## config.mk

```make
export PLATFORM = sky130hd
export DESIGN_NAME = irq_level_arbiter
export DESIGN_NICKNAME = d
export VERILOG_FILES = /design/src/rtl/irq_arb_pkg.sv /design/src/rtl/irq_lvl_regs.sv /design/src/rtl/irq_lvl_select.sv /design/src/rtl/irq_level_arbiter.sv
export SDC_FILE = /design/constraint.sdc
export NUM_CORES = 1
export LEC_CHECK = 0
export BUFFER_PORTS_ARGS = -buffer_cell sky130_fd_sc_hd__buf_2
export CAP_MARGIN = 30
export CORE_ASPECT_RATIO = 0.6
export CORE_MARGIN = 2
export CORE_UTILIZATION = 45
export DETAILED_ROUTE_END_ITERATION = 8
export GPL_TIMING_DRIVEN = 0
export SLEW_MARGIN = 20
export SYNTH_ARGS = -nofsm -noshare
export SYNTH_HDL_FRONTEND = slang
export SYNTH_SLANG_ARGS = --single-unit
export TNS_END_PERCENT = 1
```

## constraint.sdc

```tcl
create_clock -name clk -period 106.4 [get_ports clk]
set_input_delay 5.32 -clock clk [delete_from_list [all_inputs] [get_ports clk]]
set_output_delay 5.32 -clock clk [all_outputs]
set_load 0.02 [all_outputs]
```

## src/rtl/irq_arb_pkg.sv

```systemverilog
// Package: shared constants for the interrupt level arbiter.
// Assumes 3-bit levels packed one per 4-bit nibble in 16-bit words.
package irq_arb_pkg;
    localparam int LVL_W     = 3;
    localparam int NIB_W     = 4;
    localparam int WORD_W    = 16;
    localparam int NIB_PER_W = WORD_W / NIB_W;
    localparam logic [LVL_W-1:0] LVL_RESET = 3'd4;
endpackage

```

## src/rtl/irq_lvl_regs.sv

```systemverilog
// Level register file: stores one level per source and packs four levels
// per word for software reads. Assumes the top bit of each nibble is not
// stored, and that nibbles beyond the last source are absent.
module irq_lvl_regs
    import irq_arb_pkg::*;
#(
    parameter int NUM_SRC = 54,
    parameter int ADDR_W  = 4
) (
    input  logic                     clk,
    input  logic                     rst_n,
    input  logic                     we,
    input  logic [ADDR_W-1:0]        addr,
    input  logic [WORD_W-1:0]        wdata,
    output logic [WORD_W-1:0]        rdata,
    output logic [NUM_SRC*LVL_W-1:0] lvl_flat
);
    logic [WORD_W-1:0] rd_word;

    for (genvar s = 0; s < NUM_SRC; s++) begin : g_src
        localparam int WRD = s / NIB_PER_W;
        localparam int NIB = s % NIB_PER_W;
        // Hold one source level; only its own nibble's low bits load it.
        always_ff @(posedge clk) begin
            if (!rst_n)
                lvl_flat[s*LVL_W +: LVL_W] <= LVL_RESET;
            else if (we && (int'(addr) == WRD))
                lvl_flat[s*LVL_W +: LVL_W] <= wdata[NIB*NIB_W +: LVL_W];
        end
    end

    // Assemble the addressed word; unstored bits and absent sources read 0.
    always_comb begin
        rd_word = '0;
        for (int k = 0; k < NIB_PER_W; k++) begin
            if (int'(addr) * NIB_PER_W + k < NUM_SRC)
                rd_word[k*NIB_W +: LVL_W] =
                    lvl_flat[(int'(addr) * NIB_PER_W + k) * LVL_W +: LVL_W];
        end
    end

    // Register the read word.
    always_ff @(posedge clk) begin
        if (!rst_n) rdata <= '0;
        else        rdata <= rd_word;
    end
endmodule

```

## src/rtl/irq_lvl_select.sv

```systemverilog
// Combinational winner search: the highest level wins, and ties go to the
// lowest index. Assumes level 0 is never eligible.
module irq_lvl_select
    import irq_arb_pkg::*;
#(
    parameter int NUM_SRC = 54,
    parameter int VEC_W   = 6
) (
    input  logic [NUM_SRC-1:0]       req,
    input  logic [NUM_SRC*LVL_W-1:0] lvl_flat,
    output logic                     found,
    output logic [VEC_W-1:0]         vec,
    output logic [LVL_W-1:0]         lvl
);
    // Scan from the top index down; ">=" lets lower indices take ties.
    always_comb begin
        found = 1'b0;
        vec   = '0;
        lvl   = '0;
        for (int i = NUM_SRC - 1; i >= 0; i--) begin
            if (req[i] && (lvl_flat[i*LVL_W +: LVL_W] != '0) &&
                (!found || lvl_flat[i*LVL_W +: LVL_W] >= lvl)) begin
                found = 1'b1;
                vec   = VEC_W'(i);
                lvl   = lvl_flat[i*LVL_W +: LVL_W];
            end
        end
    end
endmodule

```

## src/rtl/irq_level_arbiter.sv

```systemverilog
// Top: masks requests with enables, picks a winner over programmed levels,
// registers the result and compares it with the processor priority.
// Assumes a synchronous active-low reset and a single clock domain.
module irq_level_arbiter
    import irq_arb_pkg::*;
#(
    parameter int NUM_SRC = 54,
    localparam int NUM_WORDS = (NUM_SRC + NIB_PER_W - 1) / NIB_PER_W,
    localparam int ADDR_W    = $clog2(NUM_WORDS),
    localparam int VEC_W     = $clog2(NUM_SRC)
) (
    input  logic               clk,
    input  logic               rst_n,
    input  logic [NUM_SRC-1:0] pend_i,
    input  logic [NUM_SRC-1:0] en_i,
    input  logic [LVL_W-1:0]   cpu_lvl_i,
    input  logic               reg_we,
    input  logic [ADDR_W-1:0]  reg_addr,
    input  logic [WORD_W-1:0]  reg_wdata,
    output logic [WORD_W-1:0]  reg_rdata,
    output logic               win_vld_o,
    output logic [VEC_W-1:0]   win_vec_o,
    output logic [LVL_W-1:0]   win_lvl_o,
    output logic               irq_req_o
);
    logic [NUM_SRC*LVL_W-1:0] lvl_flat;
    logic                     sel_found;
    logic [VEC_W-1:0]         sel_vec;
    logic [LVL_W-1:0]         sel_lvl;

    irq_lvl_regs #(.NUM_SRC(NUM_SRC), .ADDR_W(ADDR_W)) u_regs (
        .clk      (clk),
        .rst_n    (rst_n),
        .we       (reg_we),
        .addr     (reg_addr),
        .wdata    (reg_wdata),
        .rdata    (reg_rdata),
        .lvl_flat (lvl_flat)
    );

    irq_lvl_select #(.NUM_SRC(NUM_SRC), .VEC_W(VEC_W)) u_sel (
        .req      (pend_i & en_i),
        .lvl_flat (lvl_flat),
        .found    (sel_found),
        .vec      (sel_vec),
        .lvl      (sel_lvl)
    );

    // Register the winner and the request decision.
    always_ff @(posedge clk) begin
        if (!rst_n) begin
            win_vld_o <= 1'b0;
            win_vec_o <= '0;
            win_lvl_o <= '0;
            irq_req_o <= 1'b0;
        end else begin
            win_vld_o <= sel_found;
            win_vec_o <= sel_vec;
            win_lvl_o <= sel_lvl;
            irq_req_o <= sel_found && (sel_lvl > cpu_lvl_i);
        end
    end
endmodule

```

==> out/results.tsv, run 1 <==
metric	value	unit
Clock Latency Late Sink	0.46	ns
Slew @ Worst Pin	1.14	ns
Die ar.	45700	um2
Synth top area share	0.187	
Flop pwr share	0.177	
Pint	0.000223	W
CTS Hold Bufs	0	
vias in the first global route	19400	
number of synthesized flops with an enable pin	0	
gp weighted congestion	1.01	
CP Max Fanout	10	
max-slew violation count	0	
Rel. slew slack	0.239	
Critical-path top delay cell	o31ai_1	
CP required	106.76	ns
most frequent CP cell	ha_1	
GR Overflow Total	0	
Critical Path Start Type	input port	
clk slew on worst S/H paths	0.08	ns
Syn Inst Count	2509	
worst r2r src	u_regs.lvl_flat[161]	
Syn Area/Cell	7.89	um2
CTS resizes	0	
post-CTS setup buffers	0	
period utilization	0.851	
final hold vios	0	
RSZ-0062 raised after global routing	no	
total power	0.000423	W
# clock sinks	185	
Max rail drop VDD	0.0000120	V
routed wire length	79800	um
worst hold path class	reg -> reg	
final hold slack	0.543	ns
Clk pwr share	0.153	
Net Switching	0.000200	W
max-cap violations	0	
combinational share of power	0.670	
pwr dens	19.1	nW/um2
Vias	21700	
Arr. time, crit path	90.96	ns
f_max	0.0110	GHz
asr flop ratio synth	0	
CTS buffer count	17	
TritonCTS clock tree	done	
share of post-route cells with drive strength above 1	0.163	
Routed wire per std cell	24.2	um
antenna violations before repair	3	
kind of critical path	in -> reg	
ys flop type	dfxtp_1	
leading cell type in the layout, fill and taps excluded	nand2_1	
min cycle time layout	90.60	ns
Core Area	43300	um2
Setup WS post-layout	15.80	ns
hold_sp	u_regs.lvl_flat[135]	
Crit. End Element	register	
Setup Viol. Count Final	0	
DRC	0	
top-level I/O count	161	
Critical path origin	pend_i[53]	
GRT Util Overall	0.341	
Post-DP HPWL	64200	um
setup TNS	0	ns
Detail Route Antenna Nets	0	
worst clock skew	0.0108	ns
switching share of total power	0.473	
row count	59	
drt first-iter violations	2673	
sequential area share after synthesis	0.187	
layout overhead on the synthesized area	11.7	%
die span in x	275	um
dominant cells by area after synthesis	dfxtp_1, mux4_2, ha_1	
commonest cells after routing, fill and taps aside	nand2_1, a21oi_1, dfxtp_1	
number of port buffers	151	
DIE HEIGHT	166	um
Lkg Pwr	8.75	nW
CP max stage delay	0.86	ns
dpl ws	16.98	ns
via/cell ratio	6.56	
synthesis-stage register bit count	185	
synthesized area	19800	um2
synth unique cells	123	
Initial Util	0.457	
status	complete, no violations	
Pre-Repair DR Iteration Count	7	
fin nets	2971	
Synth area leader	dfxtp_1	
largest net degree at the start of global routing	17	
final core occ	0.510	
clock tree buffer depth	2	
CTS H-Tree Depth	4	
first-pass GRT wire length	120000	um
YS warnings	0	
Clock Tree Root	clkbuf_16	
## sequential cells by signal, indices dropped and copies added (netlist names)
signal           count
win_vld_o            1
win_vec_o            6
win_lvl_o            3
u_regs.rdata        12
u_regs.lvl_flat    162
irq_req_o            1
## worst paths after layout
| check | end | slack, ns | cells after the start |
|---|---|---|---|
| max | irq_req_o | 15.80 | 370 |
| min | u_regs.lvl_flat[135] | 0.54 | 2 |
| max reg2reg | irq_req_o | 20.21 | 369 |
| min reg2reg | u_regs.lvl_flat[135] | 0.54 | 2 |
## layer usage
layer | track usage | wire [um] | vias up
met5 | 0 | 0 | -
met4 | 0.0655 | 1220 | 0
met3 | 0.0849 | 9910 | 88
met2 | 0.466 | 31400 | 1316
met1 | 0.531 | 37200 | 10400
li1 | - | - | 9820
## power groups by stage
| stage | clock network [W] | registers (W) | logic, W |
|---|---|---|---|
| after CTS | 0.0000646 | 0.0000747 | 0.000275 |
| after global placement | 0 | 0.0000762 | 0.000267 |
| after detailed placement | 0 | 0.0000763 | 0.000273 |
| final | 0.0000646 | 0.0000748 | 0.000283 |
| after global routing | 0.0000677 | 0.0000750 | 0.000313 |
| after floorplan | 0 | 0.0000773 | 0.000202 |
## critical path: cells and delay by family
| family | cells | cell delay, ns |
|---|---|---|
| buf+inv | 14 | 2.18 |
| compound gates | 132 | 32.96 |
| fa+ha+maj | 63 | 17.26 |
| simple gates | 133 | 22.53 |
| mux | 28 | 10.55 |
## cells by family after synthesis
| group | after synthesis | share of synthesized area |
|---|---|---|
| AND/OR/NAND/NOR | 951 | 0.224 |
| adder cells (fa/ha/maj) | 146 | 0.0916 |
| flip-flops | 185 | 0.187 |
| AO/OA/AOI/OAI | 746 | 0.275 |
| buffers and inverters | 276 | 0.0538 |
| other | 1 | 0.000190 |
| XOR/XNOR | 5 | 0.00221 |
| multiplexers | 199 | 0.166 |
## cells in the mapped netlist, drive strengths merged, types with 6 or more instances
cell type,n
clkbuf,105
mux2i,57
or3,16
o21a,25
and2,17
o211a,6
a311oi,6
and3,38
o221ai,12
or2,28
mux4,99
o21ai,103
ha,131
a221oi,9
a211o,14
nor4,7
o31a,13
o211ai,46
a21oi,213
a41oi,8
nand2b,58
o22ai,8
o2bb2ai,7
mux2,43
inv,149
o311ai,51
a31oi,32
a211oi,32
o31ai,23
o311a,38
nand2,431
buf,22
nor3,37
a21boi,15
nor2,168
a22oi,7
and4,6
maj3,13
nand3,89
a21o,22
nand4,12
or4,6
nor2b,21
dfxtp,185
## cell type report
cell class / instances / area, um2
Antenna cell: 3 / 7.51
Buffer: 127 / 505
Clock buffer: 21 / 470
Clock inverter: 11 / 110
Fill cell: 4144 / 21200
Inverter: 149 / 559
Multi-Input combinational cell: 2051 / 15000
Sequential cell: 185 / 3700
Tap cell: 579 / 724
Timing Repair Buffer: 173 / 1000
## stage by stage
step | std cells | cell area [um2]
final | 3299 | 22100
after global routing | 3298 | 22100
after CTS | 3284 | 22000
after detailed placement | 3252 | 21400
after global placement | 3242 | 21300
after floorplan | 2512 | 19800
No activity file was read; power rests on OpenSTA's default activity.
==> run 2: changes to the inputs <==
--- a/config.mk
+++ b/config.mk
@@ -5,13 +5,14 @@
 export SDC_FILE = /design/constraint.sdc
 export NUM_CORES = 1
 export LEC_CHECK = 0
+export ABC_CLOCK_PERIOD_IN_PS = 106400
 export BUFFER_PORTS_ARGS = -buffer_cell sky130_fd_sc_hd__buf_2
 export CAP_MARGIN = 30
 export CORE_ASPECT_RATIO = 0.6
-export CORE_MARGIN = 2
+export CORE_MARGIN = 3
 export CORE_UTILIZATION = 45
 export DETAILED_ROUTE_END_ITERATION = 8
-export GPL_TIMING_DRIVEN = 0
+export GPL_TIMING_DRIVEN = 1
 export SLEW_MARGIN = 20
 export SYNTH_ARGS = -nofsm -noshare
 export SYNTH_HDL_FRONTEND = slang
==> out/results.tsv, run 2 (synthesis results as in run 1) <==
metric	value	unit
Max rail drop VDD	0.0000121	V
worst reg2reg path depth	366	
multi-input logic area	15000	um2
buffers plus inverters on the worst setup path	10	
Lkg Pwr	8.51	nW
CP max stage delay	0.76	ns
max FFs per register	162	
Clock Latency Late Sink	0.46	ns
Critical-path top delay cell	o41ai_1	
DRC	0	
final hold vios	0	
commonest cells after routing, fill and taps aside	nand2_1, a21oi_1, dfxtp_1	
Largest regs	u_regs.lvl_flat (162), u_regs.rdata (12), win_vec_o (6)	
Rel. slew slack	0.323	
die span in x	277	um
drt first-iter violations	2365	
row count	58	
Die ar.	46600	um2
gp weighted congestion	0.941	
WHS Path Cells	2	
max-slew violation count	0	
Routed wire per std cell	22.7	um
GR Overflow Total	0	
fin nets	2840	
period utilization	0.842	
dpl ws	17.21	ns
kind of critical path	in -> reg	
CP Max Fanout	12	
Seq. cell area	3700	um2
top-level I/O count	161	
CTS resizes	0	
first-pass GRT wire length	110000	um
antenna violations before repair	6	
Clock Tree Root	clkbuf_16	
most frequent CP cell	ha_1	
CP required	106.75	ns
Crit. End Element	register	
f_max	0.0112	GHz
Initial Util	0.464	
number of port buffers	152	
max-cap violations	0	
min cycle time layout	89.64	ns
leading cell type in the layout, fill and taps excluded	nand2_1	
Core Area	42700	um2
CTS Hold Bufs	0	
GRT Util Overall	0.298	
routed wire length	71700	um
clock tree buffer depth	2	
post-CTS setup buffers	0	
dpl cells	3117	
vias in the first global route	18600	
Largest delay share family, worst path	compound AO/OA/AOI/OAI gates	
Critical Path Start Type	input port	
Setup WS post-layout	16.76	ns
Non-Filler Instances	3158	
CTS buffer count	17	
layout overhead on the synthesized area	8.70	%
worst clock skew	0.0175	ns
clk slew on worst S/H paths	0.08	ns
Vias	20600	
Levels on crit path	367	
Post-DP HPWL	55700	um
via/cell ratio	6.53	
RSZ-0062 raised after global routing	no	
Arr. time, crit path	89.99	ns
Setup Viol. Count Final	0	
TritonCTS clock tree	done	
DIE HEIGHT	168	um
Pre-Repair DR Iteration Count	6	
status	complete, no violations	
largest net degree at the start of global routing	85	
worst hold path class	reg -> reg	
Detail Route Antenna Nets	0	
share of post-route cells with drive strength above 1	0.167	
setup TNS	0	ns
pwr dens	19.5	nW/um2
Fillers	4105	
CTS H-Tree Depth	4	
Slew @ Worst Pin	1.00	ns
Reg with most FFs	u_regs.lvl_flat	
# clock sinks	185	
[run 2: cell count changes in the layout (fill, tap and decap cells not counted), moves of 5 or more]
cell      before  now
buf_4          6   11
buf_6          9    0
clkbuf_1     105    2
buf_8          8    0
buf_1         14    0
[run 2: cell type report]
class | count | share of cell area
repair buffers | 169 | 0.0405
inverters | 149 | 0.0261
diodes | 2 | 0.000233
multi-input cells | 2051 | 0.700
clock inverters | 11 | 0.00622
well taps | 570 | 0.0332
flip-flops and latches | 185 | 0.172
clock buffers | 21 | 0.0219
[run 2: routing by layer]
| layer | routed length (um) | track usage | up-vias |
|---|---|---|---|
| met2 | 28400 | 0.418 | 1060 |
| met1 | 33700 | 0.451 | 9926 |
| met4 | 958 | 0.0529 | 4 |
| li1 | - | - | 9563 |
| met3 | 8670 | 0.0872 | 71 |
| met5 | 24 | 0 | - |
[run 2: stage by stage]
stage               total power (W)  utilization  hold slack, ns  area, um2
floorplan                  0.000280            -           0.466      19800
global placement           0.000338        0.489           0.500      20800
detailed placement         0.000345        0.489           0.523      20900
CTS                        0.000413        0.503           0.534      21500
global route               0.000451        0.504           0.567      21500
finish                     0.000419        0.504           0.532      21500
[run 2: worst paths after layout]
path	slack [ns]	endpoint	startpoint
setup / recovery	16.76	irq_req_o	pend_i[53]
hold / removal	0.53	u_regs.lvl_flat[114]	u_regs.lvl_flat[114]
setup reg to reg	21.15	irq_req_o	u_regs.lvl_flat[161]
hold reg to reg	0.53	u_regs.lvl_flat[114]	u_regs.lvl_flat[114]
[run 2: report_power, final]
part           switching, W  internal [W]
registers        0.00000295     0.0000720
logic              0.000163      0.000114
clock network     0.0000306     0.0000369
total              0.000196      0.000223
[run 2: tightest hold or removal path: cells and delay by family, from the launching register on]
| kind | cells | cell delay (ns) |
|---|---|---|
| compound gates | 1 | 0.06 |
| simple gates | 1 | 0.07 |
| flops | 1 | 0.35 |
==> run 3: changes to the inputs <==
--- a/config.mk
+++ b/config.mk
@@ -5,7 +5,7 @@
 export SDC_FILE = /design/constraint.sdc
 export NUM_CORES = 1
 export LEC_CHECK = 0
-export ABC_CLOCK_PERIOD_IN_PS = 106400
+export ABC_CLOCK_PERIOD_IN_PS = 86800
 export BUFFER_PORTS_ARGS = -buffer_cell sky130_fd_sc_hd__buf_2
 export CAP_MARGIN = 30
 export CORE_ASPECT_RATIO = 0.6
==> constraint.sdc (replaced) <==
create_clock -name clk -period 86.8 [get_ports clk]
set_input_delay 4.34 -clock clk [delete_from_list [all_inputs] [get_ports clk]]
set_output_delay 4.34 -clock clk [all_outputs]
set_load 0.02 [all_outputs]
==> out/results.tsv, run 3 (synthesis results as in run 1) <==
metric	value	unit
status	complete, no violations	
commonest cells after routing, fill and taps aside	nand2_1, a21oi_1, dfxtp_1	
Seq. cell area	3700	um2
Post-DP HPWL	55900	um
Vias	20700	
DIE HEIGHT	168	um
period utilization	0.951	
gp weighted congestion	0.941	
Rel. slew slack	0.201	
worst clock skew	0.0113	ns
number of port buffers	152	
Clock Latency Late Sink	0.46	ns
layout overhead on the synthesized area	11.7	%
f_max	0.0121	GHz
WHS Path Cells	2	
Clock Tree Root	clkbuf_16	
min cycle time layout	82.53	ns
dpl ws	-0.947	ns
CP required	87.15	ns
# clock sinks	185	
GRT Util Overall	0.300	
Detail Route Antenna Nets	0	
final hold slack	0.528	ns
Largest regs	u_regs.lvl_flat (162), u_regs.rdata (12), win_vec_o (6)	
Die ar.	46600	um2
Max rail drop VDD	0.0000152	V
vias in the first global route	18700	
DRC	0	
Reg with most FFs	u_regs.lvl_flat	
TritonCTS clock tree	done	
kind of critical path	in -> reg	
Fillers	4061	
row count	58	
max FFs per register	162	
Routed wire per std cell	22.9	um
clock tree buffer depth	2	
Initial Util	0.464	
share of post-route cells with drive strength above 1	0.202	
CP max stage delay	0.59	ns
Pre-Repair DR Iteration Count	5	
drt first-iter violations	2370	
leading cell type in the layout, fill and taps excluded	nand2_1	
largest net degree at the start of global routing	85	
Setup Viol. Count Final	0	
worst hold path class	reg -> reg	
GR Overflow Total	0	
via/cell ratio	6.51	
top-level I/O count	161	
clk slew on worst S/H paths	0.08	ns
Lkg Pwr	8.69	nW
CTS H-Tree Depth	4	
routed wire length	73000	um
CTS buffer count	17	
worst reg2reg path depth	371	
Critical-path top delay cell	or4_1	
Crit. End Element	register	
multi-input logic area	15400	um2
die span in x	277	um
fin nets	2866	
max-cap violations	0	
Core Area	42700	um2
CP Max Fanout	11	
final hold vios	0	
Arr. time, crit path	82.88	ns
antenna violations before repair	5	
most frequent CP cell	ha_1	
Slew @ Worst Pin	1.18	ns
Critical Path Start Type	input port	
max-slew violation count	0	
Setup WS post-layout	4.27	ns
pwr dens	24.4	nW/um2
first-pass GRT wire length	111000	um
==> run 3: repair_timing <==
item,CTS,global route
resized for setup,6,80
pin swaps,0,16
buffers inserted,0,26
endpoints found under the setup margin,10,11
hold buffers,0,0
==> run 3: area by class of cell <==
class,count,area share
Antenna cell,5,0.000566
Clock inverter,13,0.00713
Timing Repair Buffer,195,0.0484
Clock buffer,19,0.0205
Tap cell,570,0.0323
Sequential cell,185,0.168
Multi-Input combinational cell,2051,0.698
Inverter,149,0.0254
==> run 3: worst paths after layout <==
path,start,end,slack (ns)
worst min register to register,u_regs.lvl_flat[114],u_regs.lvl_flat[114],0.53
worst max-delay path,pend_i[53],irq_req_o,4.27
worst max register to register,u_regs.lvl_flat[161],irq_req_o,7.67
worst min-delay path,u_regs.lvl_flat[114],u_regs.lvl_flat[114],0.53
==> run 3: where the power goes <==
part,total (W),switching (W),internal (W)
combinational,0.000365,0.000212,0.000152
clock,0.0000837,0.0000388,0.0000449
sequential,0.0000920,0.00000371,0.0000883
total,0.000540,0.000255,0.000286
==> run 3: per-stage QoR <==
stage	cell area, um2	cells	setup TNS [ns]	utilization	power, W
floorplan	19800	2512	0	-	0.000343
global placement	20900	3117	0	0.489	0.000414
detailed placement	20900	3119	-4.66	0.489	0.000423
CTS	21500	3151	0	0.504	0.000508
global route	22100	3184	-0.700	0.518	0.000580
finish	22100	3187	0	0.518	0.000540
==> run 3: worst max-delay path, delay by kind of cell <==
kind	cells	cell delay (ns)
simple gates	136	22.76
fa+ha+maj	63	17.65
compound gates	135	26.89
mux	28	10.08
buf+inv	10	1.09
==> run 3: per-layer routing <==
metal	global-route usage	up-vias	wire [um]
met3	0.0894	77	8780
met1	0.452	9979	33700
li1	-	9617	-
met2	0.421	1065	29400
met5	0	-	34
met4	0.0545	6	1050
